==> config.mk <==
export PLATFORM = sky130hd
export DESIGN_NAME = page_prog_buffer
export DESIGN_NICKNAME = d
export VERILOG_FILES = /design/src/rtl/pwb_pkg.sv /design/src/rtl/pwb_page_buf.sv /design/src/rtl/pwb_prog_timer.sv /design/src/rtl/page_prog_buffer.sv
export SDC_FILE = /design/constraint.sdc
export NUM_CORES = 1
export LEC_CHECK = 0
export BUFFER_PORTS_ARGS = -buffer_cell sky130_fd_sc_hd__buf_2
export CAP_MARGIN = 5
export CORE_ASPECT_RATIO = 0.75
export CORE_MARGIN = 2
export CORE_UTILIZATION = 40
export CTS_BUF_LIST = sky130_fd_sc_hd__clkbuf_16
export CTS_CLUSTER_SIZE = 40
export DETAILED_ROUTE_END_ITERATION = 8
export GPL_ROUTABILITY_DRIVEN = 0
export GPL_TIMING_DRIVEN = 0
export SLEW_MARGIN = 10
export SYNTH_ARGS = -nofsm -noshare
export SYNTH_HDL_FRONTEND = slang
export SYNTH_HIERARCHICAL = 1
export SYNTH_SLANG_ARGS = --single-unit
==> constraint.sdc <==
create_clock -name clk -period 2.7 [get_ports clk]
set_clock_uncertainty 0.15 [all_clocks]
set_input_delay 0.27 -clock clk [delete_from_list [all_inputs] [get_ports clk]]
set_output_delay 0.27 -clock clk [all_outputs]
set_load 0.005 [all_outputs]
==> src/rtl/pwb_pkg.sv <==
package pwb_pkg;
  typedef enum logic [1:0] {
    ST_IDLE  = 2'd0,
    ST_FILL  = 2'd1,
    ST_FLUSH = 2'd2,
    ST_PROG  = 2'd3
  } pwb_state_e;
endpackage

==> src/rtl/pwb_page_buf.sv <==
module pwb_page_buf #(
  parameter int DATA_W = 8,
  parameter int OFF_W  = 6
) (
  input  logic              clk,
  input  logic              rst_n,
  input  logic              clr,
  input  logic              wr_en,
  input  logic [OFF_W-1:0]  wr_off,
  input  logic [DATA_W-1:0] wr_data,
  input  logic [OFF_W-1:0]  rd_off,
  output logic [DATA_W-1:0] rd_data,
  output logic              rd_vld
);
  localparam int DEPTH = 1 << OFF_W;

  logic [DATA_W-1:0] slot_q [DEPTH];
  logic [DEPTH-1:0]  full_q;

  for (genvar g = 0; g < DEPTH; g++) begin : g_slot
    logic hit;
    assign hit = wr_en && (wr_off == OFF_W'(g));

    always_ff @(posedge clk) begin
      if (hit) slot_q[g] <= wr_data;
    end

    always_ff @(posedge clk or negedge rst_n) begin
      if (!rst_n)   full_q[g] <= 1'b0;
      else if (clr) full_q[g] <= 1'b0;
      else if (hit) full_q[g] <= 1'b1;
    end
  end

  assign rd_data = slot_q[rd_off];
  assign rd_vld  = full_q[rd_off];
endmodule

==> src/rtl/pwb_prog_timer.sv <==
module pwb_prog_timer #(
  parameter int CYCLES = 625000
) (
  input  logic clk,
  input  logic rst_n,
  input  logic load,
  output logic running,
  output logic last
);
  localparam int CNT_W = $clog2(CYCLES + 1);

  logic [CNT_W-1:0] cnt_q;
  logic             run_q;

  always_ff @(posedge clk or negedge rst_n) begin
    if (!rst_n) begin
      cnt_q <= '0;
      run_q <= 1'b0;
    end else if (load) begin
      cnt_q <= CNT_W'(CYCLES - 1);
      run_q <= 1'b1;
    end else if (run_q) begin
      if (cnt_q == '0) run_q <= 1'b0;
      else             cnt_q <= cnt_q - 1'b1;
    end
  end

  assign running = run_q;
  assign last    = run_q && (cnt_q == '0);
endmodule

==> src/rtl/page_prog_buffer.sv <==
module page_prog_buffer #(
  parameter int ADDR_W      = 15,
  parameter int DATA_W      = 8,
  parameter int OFF_W       = 6,
  parameter int PROG_CYCLES = 625000
) (
  input  logic              clk,
  input  logic              rst_n,
  input  logic              cmd_start,
  input  logic [ADDR_W-1:0] cmd_addr,
  input  logic              byte_valid,
  output logic              byte_ready,
  input  logic [DATA_W-1:0] byte_data,
  input  logic              cs_rise,
  input  logic              cs_aligned,
  input  logic              wr_allow,
  output logic              arr_we,
  output logic [ADDR_W-1:0] arr_addr,
  output logic [DATA_W-1:0] arr_wdata,
  output logic              busy,
  output logic              cycle_done
);
  import pwb_pkg::*;

  localparam int PAGE_W = ADDR_W - OFF_W;

  pwb_state_e        state_q;
  logic [PAGE_W-1:0] page_q;
  logic [OFF_W-1:0]  off_q;
  logic [OFF_W-1:0]  idx_q;
  logic              got_q;

  logic              in_fill, in_flush, in_prog, in_idle;
  logic              accept, open_cmd, flush_end;
  logic              buf_vld;
  logic [DATA_W-1:0] buf_data;
  logic              tmr_run, tmr_last;

  assign in_idle  = (state_q == ST_IDLE);
  assign in_fill  = (state_q == ST_FILL);
  assign in_flush = (state_q == ST_FLUSH);
  assign in_prog  = (state_q == ST_PROG);

  assign byte_ready = !(in_flush || in_prog);
  assign accept     = in_fill && byte_valid && byte_ready;
  assign open_cmd   = in_idle && cmd_start;
  assign flush_end  = in_flush && (&idx_q);

  always_ff @(posedge clk or negedge rst_n) begin
    if (!rst_n) begin
      state_q <= ST_IDLE;
      page_q  <= '0;
      off_q   <= '0;
      idx_q   <= '0;
      got_q   <= 1'b0;
    end else begin
      unique case (state_q)
        ST_IDLE: begin
          if (cmd_start) begin
            page_q  <= cmd_addr[ADDR_W-1:OFF_W];
            off_q   <= cmd_addr[OFF_W-1:0];
            got_q   <= 1'b0;
            state_q <= ST_FILL;
          end
        end
        ST_FILL: begin
          if (accept) begin
            off_q <= off_q + 1'b1;
            got_q <= 1'b1;
          end
          if (cs_rise) begin
            idx_q   <= '0;
            state_q <= (cs_aligned && (got_q || accept)) ? ST_FLUSH : ST_IDLE;
          end
        end
        ST_FLUSH: begin
          idx_q <= idx_q + 1'b1;
          if (flush_end) state_q <= ST_PROG;
        end
        ST_PROG: begin
          if (tmr_last) state_q <= ST_IDLE;
        end
        default: state_q <= ST_IDLE;
      endcase
    end
  end

  pwb_page_buf #(
    .DATA_W (DATA_W),
    .OFF_W  (OFF_W)
  ) buf_i (
    .clk     (clk),
    .rst_n   (rst_n),
    .clr     (open_cmd),
    .wr_en   (accept),
    .wr_off  (off_q),
    .wr_data (byte_data),
    .rd_off  (idx_q),
    .rd_data (buf_data),
    .rd_vld  (buf_vld)
  );

  pwb_prog_timer #(
    .CYCLES (PROG_CYCLES)
  ) tmr_i (
    .clk     (clk),
    .rst_n   (rst_n),
    .load    (flush_end),
    .running (tmr_run),
    .last    (tmr_last)
  );

  assign arr_addr   = {page_q, idx_q};
  assign arr_wdata  = buf_data;
  assign arr_we     = in_flush && buf_vld && wr_allow;
  assign busy       = in_flush || in_prog;
  assign cycle_done = in_prog && tmr_run && tmr_last;
endmodule

==> flow_summary.toml <==
[grt]
grt_use_total_pct = 19.4
grt_pass1_vias = 13879
grt_max_degree = 80
antenna_found_initial = 1
grt_first_pass_wirelength_mm = 91.5
gr-total-overflow = 0

[critical_path]
worstSetupPathDepth = 9
crit_path_top_delay_cell = "mux4_2"
critPathLaunch = "idx_q[0]$_DFFE_PN0P_"
rr_worst_depth = 9
slowest_delay_ns = 0.47
crit_path_end_kind = "output port"
cp-start-kind = "register"
critPathBufInv = 5
cp_max_fo = 10
arrival_ns = 3.05
critPathKind = "reg2out"
cpLargestDelayFamily = "multiplexers"
timing.rr.end = "buf_i/slot_q[0][4]$_DFFE_PP_"
crit_required_ns = 2.28
worstSetupEndpoint = "arr_wdata[1]"
crit_chain = "buf_12 -> buf_16 -> buf_16 -> buf_4 -> mux4_2 -> mux2_2 -> o21ai_1 -> o2bb2ai_1 -> buf_2"
path_common_cell = "buf_16"
reg2reg_slack_ns = 0.05

[hold_path]
min_path_type = "in2reg"
worstHoldStart = "byte_data[3]"

[detailed_routing]
vias = 13943
firstDrtPassIters = 7
wl_per_cell_um = 25.2
ant_nets = 0
via_per_inst = 5.64
drt_iter0_drc = 1556
drt-total-wl_mm = 62.3
drc = 0

[placement]
portBuffers = 56
place_inst = 2271
dpl.hpwl_mm = 39.7
post_dp_cell_area_um2 = 26400
dp_slack_ns = -1.00

[clock_tree]
cts_tree = "built"
numCtsBuffers = 57
clkSinkCount = 621
clockBufferDepth = 3
clk_pin_slew_ns = 0.06
htree_levels = 2
ctsRootBufferMaster = "clkbuf_16"
clk-insertion-delay-late_ns = 0.65

[synth]
syn_inst = 1404
syn_area_per_cell_um2 = 17.8
synth-main-ff-cell = "edfxtp_1"
async_flop_share_pct = 17.6
seq_area_frac_synth_pct = 72.3
yosysUniqueCellTypes = 67
synth_seq_cells = 621
syn-num-nets = 1438
synth_edf_count = 512
synth_area_um2 = 25000
synth_warnings = 6

[power]
p_int_mw = 14.9
p_sw_mw = 3.89
p_per_area_nw_per_um2 = 618
clockPowerShare_pct = 43.3
switching_share_pct = 20.7
ir_drop_mv = 0.522
p_total_mw = 18.8
p_comb_share_pct = 1.4
seq_power_share_pct = 55.3
p_leak_nw = 10.2

[timing]
worst_slack_ns = -0.766
finalHoldViolations = 0
setup_violations = 10
max_slew.worst_pin.slew_ns = 1.26
slew_viol_final = 0
relSlewSlack_pct = 15.8
period_share_pct = 128
layout_min_cycle_time_ns = 3.47
fmax_mhz = 288
rsz0062_at_grt = "true"

[floorplanning]
die-area_um2 = 64600
die_x_um = 293
io_pins = 57
rows = 79
chipHeight_um = 221
core-area_um2 = 62000
initial_core_util_pct = 40.4

[cells_and_area]
drive_gt1_share_pct = 34.3
stdcell_area_um2 = 30400
diodes = 0
fin_nets = 1648
area_delta_synth_final_pct = 21.4
fin_cells = 2473

[status]
violations = "setup timing"
status = "finished, violations left"

[job]
cap_violations = 0
## final cells by class
type                       count  area [um^2]
clock inverter                51          452
tap                          810         1010
sequential                   621        18100
inverter                       9         33.8
multi-input combinational    700         7180
buffer                        74          759
clock buffer                  57         1430
timing repair buffer         151         1420
fill                        5041        31600
## routing by layer
layer	global-route usage, %	share of wire, %	wire length (um)	vias up
met5	0	0	0	-
met2	27.7	43	26900	518
met4	4.80	1.7	1030	0
li1	-	-	-	5992
met3	5.62	9.2	5710	73
met1	29.1	46	28600	7360
## worst min-delay path by stage
stage	endpoint	slack, ns	cells past startpoint
after global routing	buf_i/slot_q[62][3]$_DFFE_PP_	0.05	1
final	buf_i/slot_q[62][3]$_DFFE_PP_	0.03	1
after CTS	page_q[7]$_DFFE_PN0P_	0.21	3
after detailed placement	buf_i/full_q[60]$_DFFE_PN0P_	0.03	1
after floorplan	asynchronous set/reset pin	-0.18	0
after global placement	buf_i/full_q[2]$_DFFE_PN0P_	0.32	2
## registers in the layout, summed over array words and instances (netlist names), named ones only
register and cells:
page_q 9, buf_i/slot_q 512, got_q 1, state_q 1, off_q 6, buf_i/full_q 64
tmr_i/cnt_q 20, idx_q 6, tmr_i/running 1
## cell usage in the layout, fill, tap and decap left out, drive strengths merged, types with 19 or more instances in the layout
| cell type | Yosys | routed |
|---|---|---|
| edfxtp | 512 | 512 |
| nor2 | 236 | 238 |
| buf | 48 | 175 |
| mux4 | 144 | 144 |
| dfrtp | 109 | 109 |
| clkbuf | 28 | 79 |
| nand2 | 32 | 32 |
| o21ai | 32 | 32 |
| a21oi | 31 | 31 |
| o22ai | 30 | 30 |
| mux2 | 30 | 30 |
| dlygate4sd3 | 0 | 28 |
| clkinv | 0 | 28 |
| mux2i | 23 | 23 |
| inv | 9 | 23 |
| nor2b | 19 | 19 |
| nand3 | 19 | 19 |
## synthesized netlist by cell type (4+ instances only)
library cell,number,area share [%]
a211oi_1,5,0.15
a21oi_1,29,0.58
buf_2,26,0.52
buf_4,6,0.18
buf_6,12,0.54
clkbuf_1,27,0.40
dfrtp_1,109,11
edfxtp_1,512,61
ha_1,4,0.20
inv_1,7,0.11
mux2_2,22,0.99
mux2_4,8,0.48
mux2i_1,23,0.92
mux4_2,143,13
nand2_1,32,0.48
nand2b_1,4,0.10
nand3_1,19,0.38
nand3b_1,7,0.21
nand4_1,5,0.12
nor2_1,234,3.5
nor2b_1,18,0.45
o21ai_0,18,0.36
o21ai_1,14,0.28
o221ai_1,8,0.28
o22ai_1,29,0.72
o2bb2ai_1,8,0.28
o31ai_1,6,0.18
o32ai_1,8,0.28
or4_1,7,0.21
## through the flow
stage                     utilization, %  hold WS [ns]  TNS, ns
after floorplan                        -        -0.176        0
after detailed placement            42.5        0.0298  -139.38
after global placement              42.5         0.321  -131.82
after CTS                           48.0         0.207    -8.90
after global routing                49.0        0.0461    -7.20
final                               49.0        0.0341    -6.41
## power groups by stage
stage	clock network [mW]	registers, mW	logic, mW
3_3_place_gp	0	10.6	0.214
3_5_place_dp	0	10.6	0.233
2_1_floorplan	0	10.6	0.0265
4_1_cts	8.26	10.4	0.268
6_report	8.13	10.4	0.271
5_1_grt	8.63	10.4	0.299
## cells by family after synthesis
logic type / count (synthesis) / share of synthesized area, %
muxes: 197 / 15.4
AOI/OAI and AO/OA: 144 / 3.80
DFF: 621 / 72.3
and+or+nand+nor: 353 / 6.32
adders and majority gates: 4 / 0.200
buffers and inverters: 85 / 1.99
## repair_timing
action / CTS / global route
buffers inserted: 38 / 25
pin swaps: 20 / 19
resized for setup: 199 / 84
endpoints found under the setup margin: 459 / 408
endpoints found under the hold margin: 132 / 0
cloned: 1 / 3
hold buffers: 29 / 0
Note: power is estimated with default switching activity, not from simulation.
